<file path="src/rtl/dms_pkg.sv">
package dms_pkg;

    // Number of brightness positions per row slot; the duty table is tied to it.
    localparam int SUB_SLOTS = 15;
    localparam int SUB_W     = $clog2(SUB_SLOTS);

    typedef enum logic [2:0] {
        BR_FULL  = 3'd0,
        BR_L53   = 3'd1,
        BR_L40   = 3'd2,
        BR_L27   = 3'd3,
        BR_L20   = 3'd4,
        BR_L13   = 3'd5,
        BR_L07   = 3'd6,
        BR_BLANK = 3'd7
    } bright_e;

    // Number of lit sub-slots for each code.
    function automatic logic [SUB_W-1:0] lit_slots(input bright_e code);
        logic [SUB_W-1:0] n;
        case (code)
            BR_FULL:  n = SUB_W'(15);
            BR_L53:   n = SUB_W'(8);
            BR_L40:   n = SUB_W'(6);
            BR_L27:   n = SUB_W'(4);
            BR_L20:   n = SUB_W'(3);
            BR_L13:   n = SUB_W'(2);
            BR_L07:   n = SUB_W'(1);
            default:  n = SUB_W'(0);
        endcase
        return n;
    endfunction

endpackage

</file>
<file path="src/rtl/dms_scan_counter.sv">
module dms_scan_counter #(
    parameter int PRESCALE  = 6,
    parameter int SUB_SLOTS = 15,
    parameter int ROWS      = 7,
    localparam int PW = $clog2(PRESCALE),
    localparam int SW = $clog2(SUB_SLOTS),
    localparam int RW = $clog2(ROWS)
) (
    input  logic          clk,
    input  logic          rst_n,
    input  logic          tick,
    output logic [SW-1:0] sub_q,
    output logic [RW-1:0] row_q,
    output logic [RW-1:0] row_nxt
);

    typedef struct packed {
        logic [PW-1:0] pre;
        logic [SW-1:0] sub;
        logic [RW-1:0] row;
    } chain_t;

    chain_t st_d, st_q;

    always_comb begin
        st_d = st_q;
        if (tick) begin
            if (st_q.pre == PW'(PRESCALE - 1)) begin
                st_d.pre = '0;
                if (st_q.sub == SW'(SUB_SLOTS - 1)) begin
                    st_d.sub = '0;
                    if (st_q.row == RW'(ROWS - 1)) begin
                        st_d.row = '0;
                    end else begin
                        st_d.row = st_q.row + RW'(1);
                    end
                end else begin
                    st_d.sub = st_q.sub + SW'(1);
                end
            end else begin
                st_d.pre = st_q.pre + PW'(1);
            end
        end
    end

    always_ff @(posedge clk or negedge rst_n) begin
        if (!rst_n) begin
            st_q <= '0;
        end else begin
            st_q <= st_d;
        end
    end

    assign sub_q   = st_q.sub;
    assign row_q   = st_q.row;
    assign row_nxt = st_d.row;

endmodule

</file>
<file path="src/rtl/dms_duty_gate.sv">
module dms_duty_gate
    import dms_pkg::*;
#(
    localparam int SW = SUB_W
) (
    input  logic [SW-1:0] sub_idx,
    input  logic [2:0]    code,
    output logic          lit
);

    logic [SW-1:0] limit;

    always_comb begin
        limit = lit_slots(bright_e'(code));
        lit   = (sub_idx < limit);
    end

endmodule

</file>
<file path="src/rtl/dms_col_drive.sv">
module dms_col_drive #(
    parameter int ROWS = 7,
    parameter int COLS = 5,
    localparam int RW = $clog2(ROWS)
) (
    input  logic [RW-1:0]   row_idx,
    input  logic [COLS-1:0] pattern,
    input  logic            lamp,
    input  logic            lit,
    output logic [ROWS-1:0] strobe,
    output logic [COLS-1:0] cols
);

    for (genvar r = 0; r < ROWS; r++) begin : g_row
        assign strobe[r] = lit && (row_idx == RW'(r));
    end

    // Highest pattern bit drives the leftmost column.
    for (genvar c = 0; c < COLS; c++) begin : g_col
        assign cols[c] = lit && (lamp || pattern[COLS-1-c]);
    end

endmodule

</file>
<file path="src/rtl/dot_row_scanner.sv">
module dot_row_scanner
    import dms_pkg::*;
#(
    parameter int PRESCALE = 6,
    parameter int ROWS     = 7,
    parameter int COLS     = 5,
    localparam int RW = $clog2(ROWS),
    localparam int SW = SUB_W
) (
    input  logic            clk,
    input  logic            rst_n,
    input  logic            mux_tick,
    input  logic [2:0]      bright_code,
    input  logic            lamp_test,
    output logic [RW-1:0]   ram_rd_addr,
    input  logic [COLS-1:0] ram_rd_data,
    output logic [ROWS-1:0] row_strobe,
    output logic [COLS-1:0] col_en
);

    logic [SW-1:0] sub_q;
    logic [RW-1:0] row_q;
    logic [RW-1:0] row_nxt;
    logic          lit;

    dms_scan_counter #(
        .PRESCALE  (PRESCALE),
        .SUB_SLOTS (SUB_SLOTS),
        .ROWS      (ROWS)
    ) u_chain (
        .clk     (clk),
        .rst_n   (rst_n),
        .tick    (mux_tick),
        .sub_q   (sub_q),
        .row_q   (row_q),
        .row_nxt (row_nxt)
    );

    dms_duty_gate u_duty (
        .sub_idx (sub_q),
        .code    (bright_code),
        .lit     (lit)
    );

    dms_col_drive #(
        .ROWS (ROWS),
        .COLS (COLS)
    ) u_drive (
        .row_idx (row_q),
        .pattern (ram_rd_data),
        .lamp    (lamp_test),
        .lit     (lit),
        .strobe  (row_strobe),
        .cols    (col_en)
    );

    // The store sees the row that will be active after this edge.
    assign ram_rd_addr = row_nxt;

endmodule

</file>
<file path="config.mk">
export PLATFORM = sky130hd
export DESIGN_NAME = dot_row_scanner
export DESIGN_NICKNAME = d
export VERILOG_FILES = /design/src/rtl/dms_pkg.sv /design/src/rtl/dms_scan_counter.sv /design/src/rtl/dms_duty_gate.sv /design/src/rtl/dms_col_drive.sv /design/src/rtl/dot_row_scanner.sv
export SDC_FILE = /design/constraint.sdc
export NUM_CORES = 1
export LEC_CHECK = 0
export BUFFER_PORTS_ARGS = -buffer_cell sky130_fd_sc_hd__buf_2
export CAP_MARGIN = 0
export CORE_MARGIN = 2
export CORE_UTILIZATION = 49
export CTS_BUF_LIST = sky130_fd_sc_hd__clkbuf_4
export CTS_CLUSTER_DIAMETER = 60
export DETAILED_ROUTE_END_ITERATION = 16
export PLACE_DENSITY = 0.78
export SKIP_CTS_REPAIR_TIMING = 1
export SKIP_LAST_GASP = 1
export SYNTH_ARGS = -nofsm -noshare
export SYNTH_HDL_FRONTEND = slang
export SYNTH_HIERARCHICAL = 1
export SYNTH_SLANG_ARGS = --single-unit
export TNS_END_PERCENT = 1
</file>
<file path="constraint.sdc">
create_clock -name clk -period 2.1 [get_ports clk]
set_input_delay 0.105 -clock clk [delete_from_list [all_inputs] [get_ports clk]]
set_output_delay 0.105 -clock clk [all_outputs]
set_load 0.005 [all_outputs]
</file>
After elaboration in Yosys (flattened, before gate mapping) --
Index checks and enable logic that the tools add are counted.
Word-level totals: flip-flop bits (word level) 10, input bits 12, output and inout port bits 15, word-level logic and storage cells 48
Cells by class: add/sub/neg operators 3, $lt $le $gt $ge 1, eq/ne operators 14, muxes and demuxes 7, reductions and logical operators 20
Operators with widths (count):
- $pmux 4 s7 | 1
- $eq 3x3->1 const B | 7
- $mux 3 | 5
- $eq 3x2->1 const B | 4
- $logic_and 1x1->1 | 12
- $add 3x1->3 const B | 2
- $eq 3x1->1 const B | 2
- $logic_not 3->1 | 2
- $logic_or 1x1->1 | 5
- $add 4x1->4 const B | 1
- $eq 4x4->1 const B | 1
- $lt 4x4->1 | 1
- $mux 4 | 1
- $reduce_and 2->1 | 1

Depth between registers and ports, before layout --
word-level depth 5, depth in mapped cells 8, depth with buffers taken out 7

Cells and area by module --
The synthesis kept the hierarchy.
Modules (own cells, without submodules):
- dms_scan_counter | instances 1, cells each 48, area an instance 546.8 µm², seq. area each 250.2 µm²
- dms_col_drive | instances 1, cells each 13, area an instance 122.6 µm², seq. area each 0.0 µm²
- dms_duty_gate | instances 1, cells each 13, area an instance 110.1 µm², seq. area each 0.0 µm²

Worst setup path before layout --
No wires, ideal clock.
kind register to output, start point register u_chain.st_q, in the netlist u_chain/sub_q[1], end point output port row_strobe[0], arrival time 1.568 ns, required time 1.995 ns, setup slack 0.427 ns, cell stages (with the launch flop) 7, buffers on the path 2, path through dfrtp_1 > buf_4 > ha_1 > o31a_1 > o41ai_2 > buf_4 > nor4b_2
Between the ends: longest elaborated chain between the ends 2
Ends and longest elaborated chain:
- start, declared | RTL line dms_scan_counter.sv:23 | chain_t st_d, st_q;
- start signal, assigned | RTL line dms_scan_counter.sv:50 | st_q <= st_d;
- $lt 4x4->1 | RTL line dms_duty_gate.sv:15 | lit = (sub_idx < limit);
- named net lit | RTL line dot_row_scanner.sv:24 | logic lit;
- $logic_and 1x1->1 | RTL line dms_col_drive.sv:15 | assign strobe[r] = lit && (row_idx == RW'(r));
- end, declared | RTL line dot_row_scanner.sv:17 | output logic [ROWS-1:0] row_strobe,
The timed path passes the listed nets, and every way through them passes these cells.

Worst setup path after layout --
start point register u_chain.st_q, in the netlist u_chain/sub_q[1], end point output port row_strobe[4]
The elaborated chain is that of the path after synthesis.

==> results.py <==
metrics = {
    "sta": {
        "setup_viol": 0,
        "tightestPinTransition_ns": 0.379,
        "period_share_pct": 96.8,
        "fin_crit_ns": 2.03,
        "fin_tns_setup_ns": 0,
        "max_slew_margin_pct": 74.7,
        "fmax_mhz": 492,
        "slew_violations": 0,
        "hold_viol_final": 0,
        "finalClockSkew_ns": 0.00536,
    },
    "grt": {
        "antenna_found_initial": 0,
        "grt_pass1_wl_um": 2370,
        "grt_max_degree": 13,
        "grt_use_total_pct": 16.5,
        "grt_pass1_vias": 556,
        "gr-total-overflow": 0,
    },
    "pwr": {
        "pwr-share-clk_pct": 11.0,
        "combPwrFrac_pct": 59.8,
        "peakVddDrop_mv": 0.600,
        "pwr-share-seq_pct": 29.2,
        "p_per_area_nw_per_um2": 1200,
        "switching_power_w": 0.000423,
        "netSwitchingFraction_pct": 35.9,
        "p_int_w": 0.000754,
        "leakagePower_nw": 0.500,
    },
    "route": {
        "drtPass1Iterations": 4,
        "drt-initial-drc-count": 3,
        "wirelength_um": 1520,
        "wl_per_cell_um": 12.9,
        "route.detailed.drc": 0,
        "postRouteAntennaNets": 0,
        "vias": 634,
        "viasPerCell": 5.37,
    },
    "critical_path": {
        "start_kind": "flop",
        "crit_type": "flop to primary output",
        "cp.required_ns": 2.00,
        "reg2reg_from": "u_chain/st_q[8]",
        "path_max_fanout": 6,
        "rrSetupSlack_ns": 0.63,
        "arrival_ns": 1.93,
        "reg2regPathDepth": 3,
        "cp_cell_sequence": "ha_4 -> o31a_1 -> o41ai_4 -> buf_4 -> nor4bb_1 -> buf_2",
        "r2r-end": "u_chain/row_q[0]",
        "end_kind": "primary output",
        "slowest_delay_ns": 0.43,
        "crit_slowest_cell": "dfrtp_2",
    },
    "layout": {
        "finalNonFillerCells": 118,
        "layout_common_cells": "buf_2, dfrtp_1, buf_4, o21a_1",
        "diodes": 0,
        "syn2layout_area_growth_pct": 25.5,
        "drive_gt1_share_pct": 48.0,
        "final_common_cell": "buf_2",
        "nNetsFinal": 118,
    },
    "logic_synthesis": {
        "ys_warn_count": 6,
        "ys_seq_area_share_pct": 32.1,
        "synthCells": 74,
        "avgSynthCellArea_um2": 10.5,
        "syn-num-nets": 89,
        "ys_async_sr_fraction_pct": 100,
        "synth_cell_type_count": 32,
        "ys.flop_type": "dfrtp_1",
        "synth_area_um2": 779,
        "synth_seq_cells": 10,
        "synth_edf_count": 0,
    },
    "place": {
        "hpwl_um": 1070,
        "gp_congestion": 0.704,
        "port-buffer-count": 26,
        "place_inst": 108,
    },
    "clock_tree": {
        "cts_buffers": 3,
        "cts_sinks": 10,
        "htreeDepth": 1,
        "clk_latency_ns": 0.26,
        "root_buffer": "clkbuf_4",
        "clkTransAtPathRegs_ns": 0.06,
        "clockBufferDepth": 2,
        "tritoncts": "built",
    },
    "floorplanning": {
        "die_w_um": 43.9,
        "start_util_pct": 51.7,
        "die_h_um": 43.9,
        "die-area_um2": 1930,
        "rows": 14,
        "io_pins": 27,
        "core_area_um2": 1510,
    },
    "hold_path": {
        "min_path_cells": 2,
        "min_path_type": "input port to flop",
        "min_to": "u_chain/st_q[7]",
        "hp-start": "mux_tick",
    },
    "job": {
        "maxCapViolCount": 0,
    },
    "run_status": {
        "status": "complete, no violations",
    },
}
[worst max-delay path by stage]
stage / cells past startpoint / startpoint / slack [ns] / endpoint
floorplan: 6 / u_chain/sub_q[1] / 0.43 / row_strobe[0]
detailed placement: 7 / bright_code[2] / 0.04 / row_strobe[2]
global placement: 7 / bright_code[2] / 0.22 / row_strobe[4]
global route: 6 / u_chain/sub_q[1] / -0.02 / row_strobe[0]
finish: 6 / u_chain/sub_q[1] / 0.07 / row_strobe[4]
CTS: 5 / u_chain/sub_q[1] / -0.19 / row_strobe[2]
[synth_stat cells, drive strengths merged (2+ instances only)]
master | n | area (um^2)
nand2 | 3 | 11.3
o211ai | 2 | 15.0
buf | 9 | 71.3
and4b | 5 | 51.3
dfrtp | 10 | 250
ha | 3 | 37.5
nand3 | 3 | 25.0
nor4bb | 2 | 20.0
nor2b | 4 | 25.0
mux2 | 5 | 67.6
inv | 2 | 7.51
a21o | 2 | 15.0
a21oi | 2 | 10.0
o21a | 5 | 37.5
nor2 | 4 | 15.0
[per-layer routing]
layer	GRT usage (%)	part of all wire, %	routed length, um	vias up
met3	2.50	3.8	58	2
met2	27.1	50	758	16
met5	0	0	0	-
li1	-	-	-	327
met1	20.7	46	692	289
met4	9.09	0.66	10	0
[stage by stage]
stage                     hold slack [ns]  setup WS, ns  total power (W)  area, um^2  util (%)
final                              0.0624        0.0682          0.00118         978      65.0
after global routing               0.0787       -0.0180          0.00128         978      65.0
after CTS                          -0.309        -0.194          0.00102         892      59.2
after detailed placement          -0.0203        0.0382         0.000878         866      57.5
after global placement            -0.0216         0.216         0.000853         866      57.5
after floorplan                    -0.191         0.427         0.000765         779         -
[worst max-delay path, delay by kind of cell (launching register included)]
kind	cells	cell delay [ns]
buffers and inverters	2	0.35
AOI/OAI and AO/OA	2	0.49
adders and majority gates	1	0.22
and+or+nand+nor	1	0.19
DFF	1	0.43
[registers in the layout, indices dropped and copies added, names as in the netlist]
signal,cells
u_chain/sub_q,4
u_chain/row_q,3
u_chain/st_q,3
[area by class of cell]
type	instances	area (um^2)
inverter	2	7.51
clock inverter	1	3.75
tap	16	20.0
multi-input combinational	53	483
clock buffer	3	22.5
sequential	10	253
timing repair buffer	33	189
fill	131	528
[power by group through the flow]
stage	Combinational, W	Sequential [W]	Clock [W]
2_1_floorplan	0.000434	0.000331	0
3_3_place_gp	0.000498	0.000355	0
3_5_place_dp	0.000520	0.000358	0
4_1_cts	0.000524	0.000356	0.000138
5_1_grt	0.000774	0.000357	0.000151
6_report	0.000704	0.000343	0.000130
[cells by family after synthesis]
family / share of synthesized area [%]
buffers and inverters: 10.1
flip-flops: 32.1
AO/OA/AOI/OAI: 17.3
AND/OR/NAND/NOR: 24.7
XOR/XNOR: 2.25
adder cells (fa/ha/maj): 4.82
multiplexers: 8.67
No activity file was read; power rests on OpenSTA's default activity.
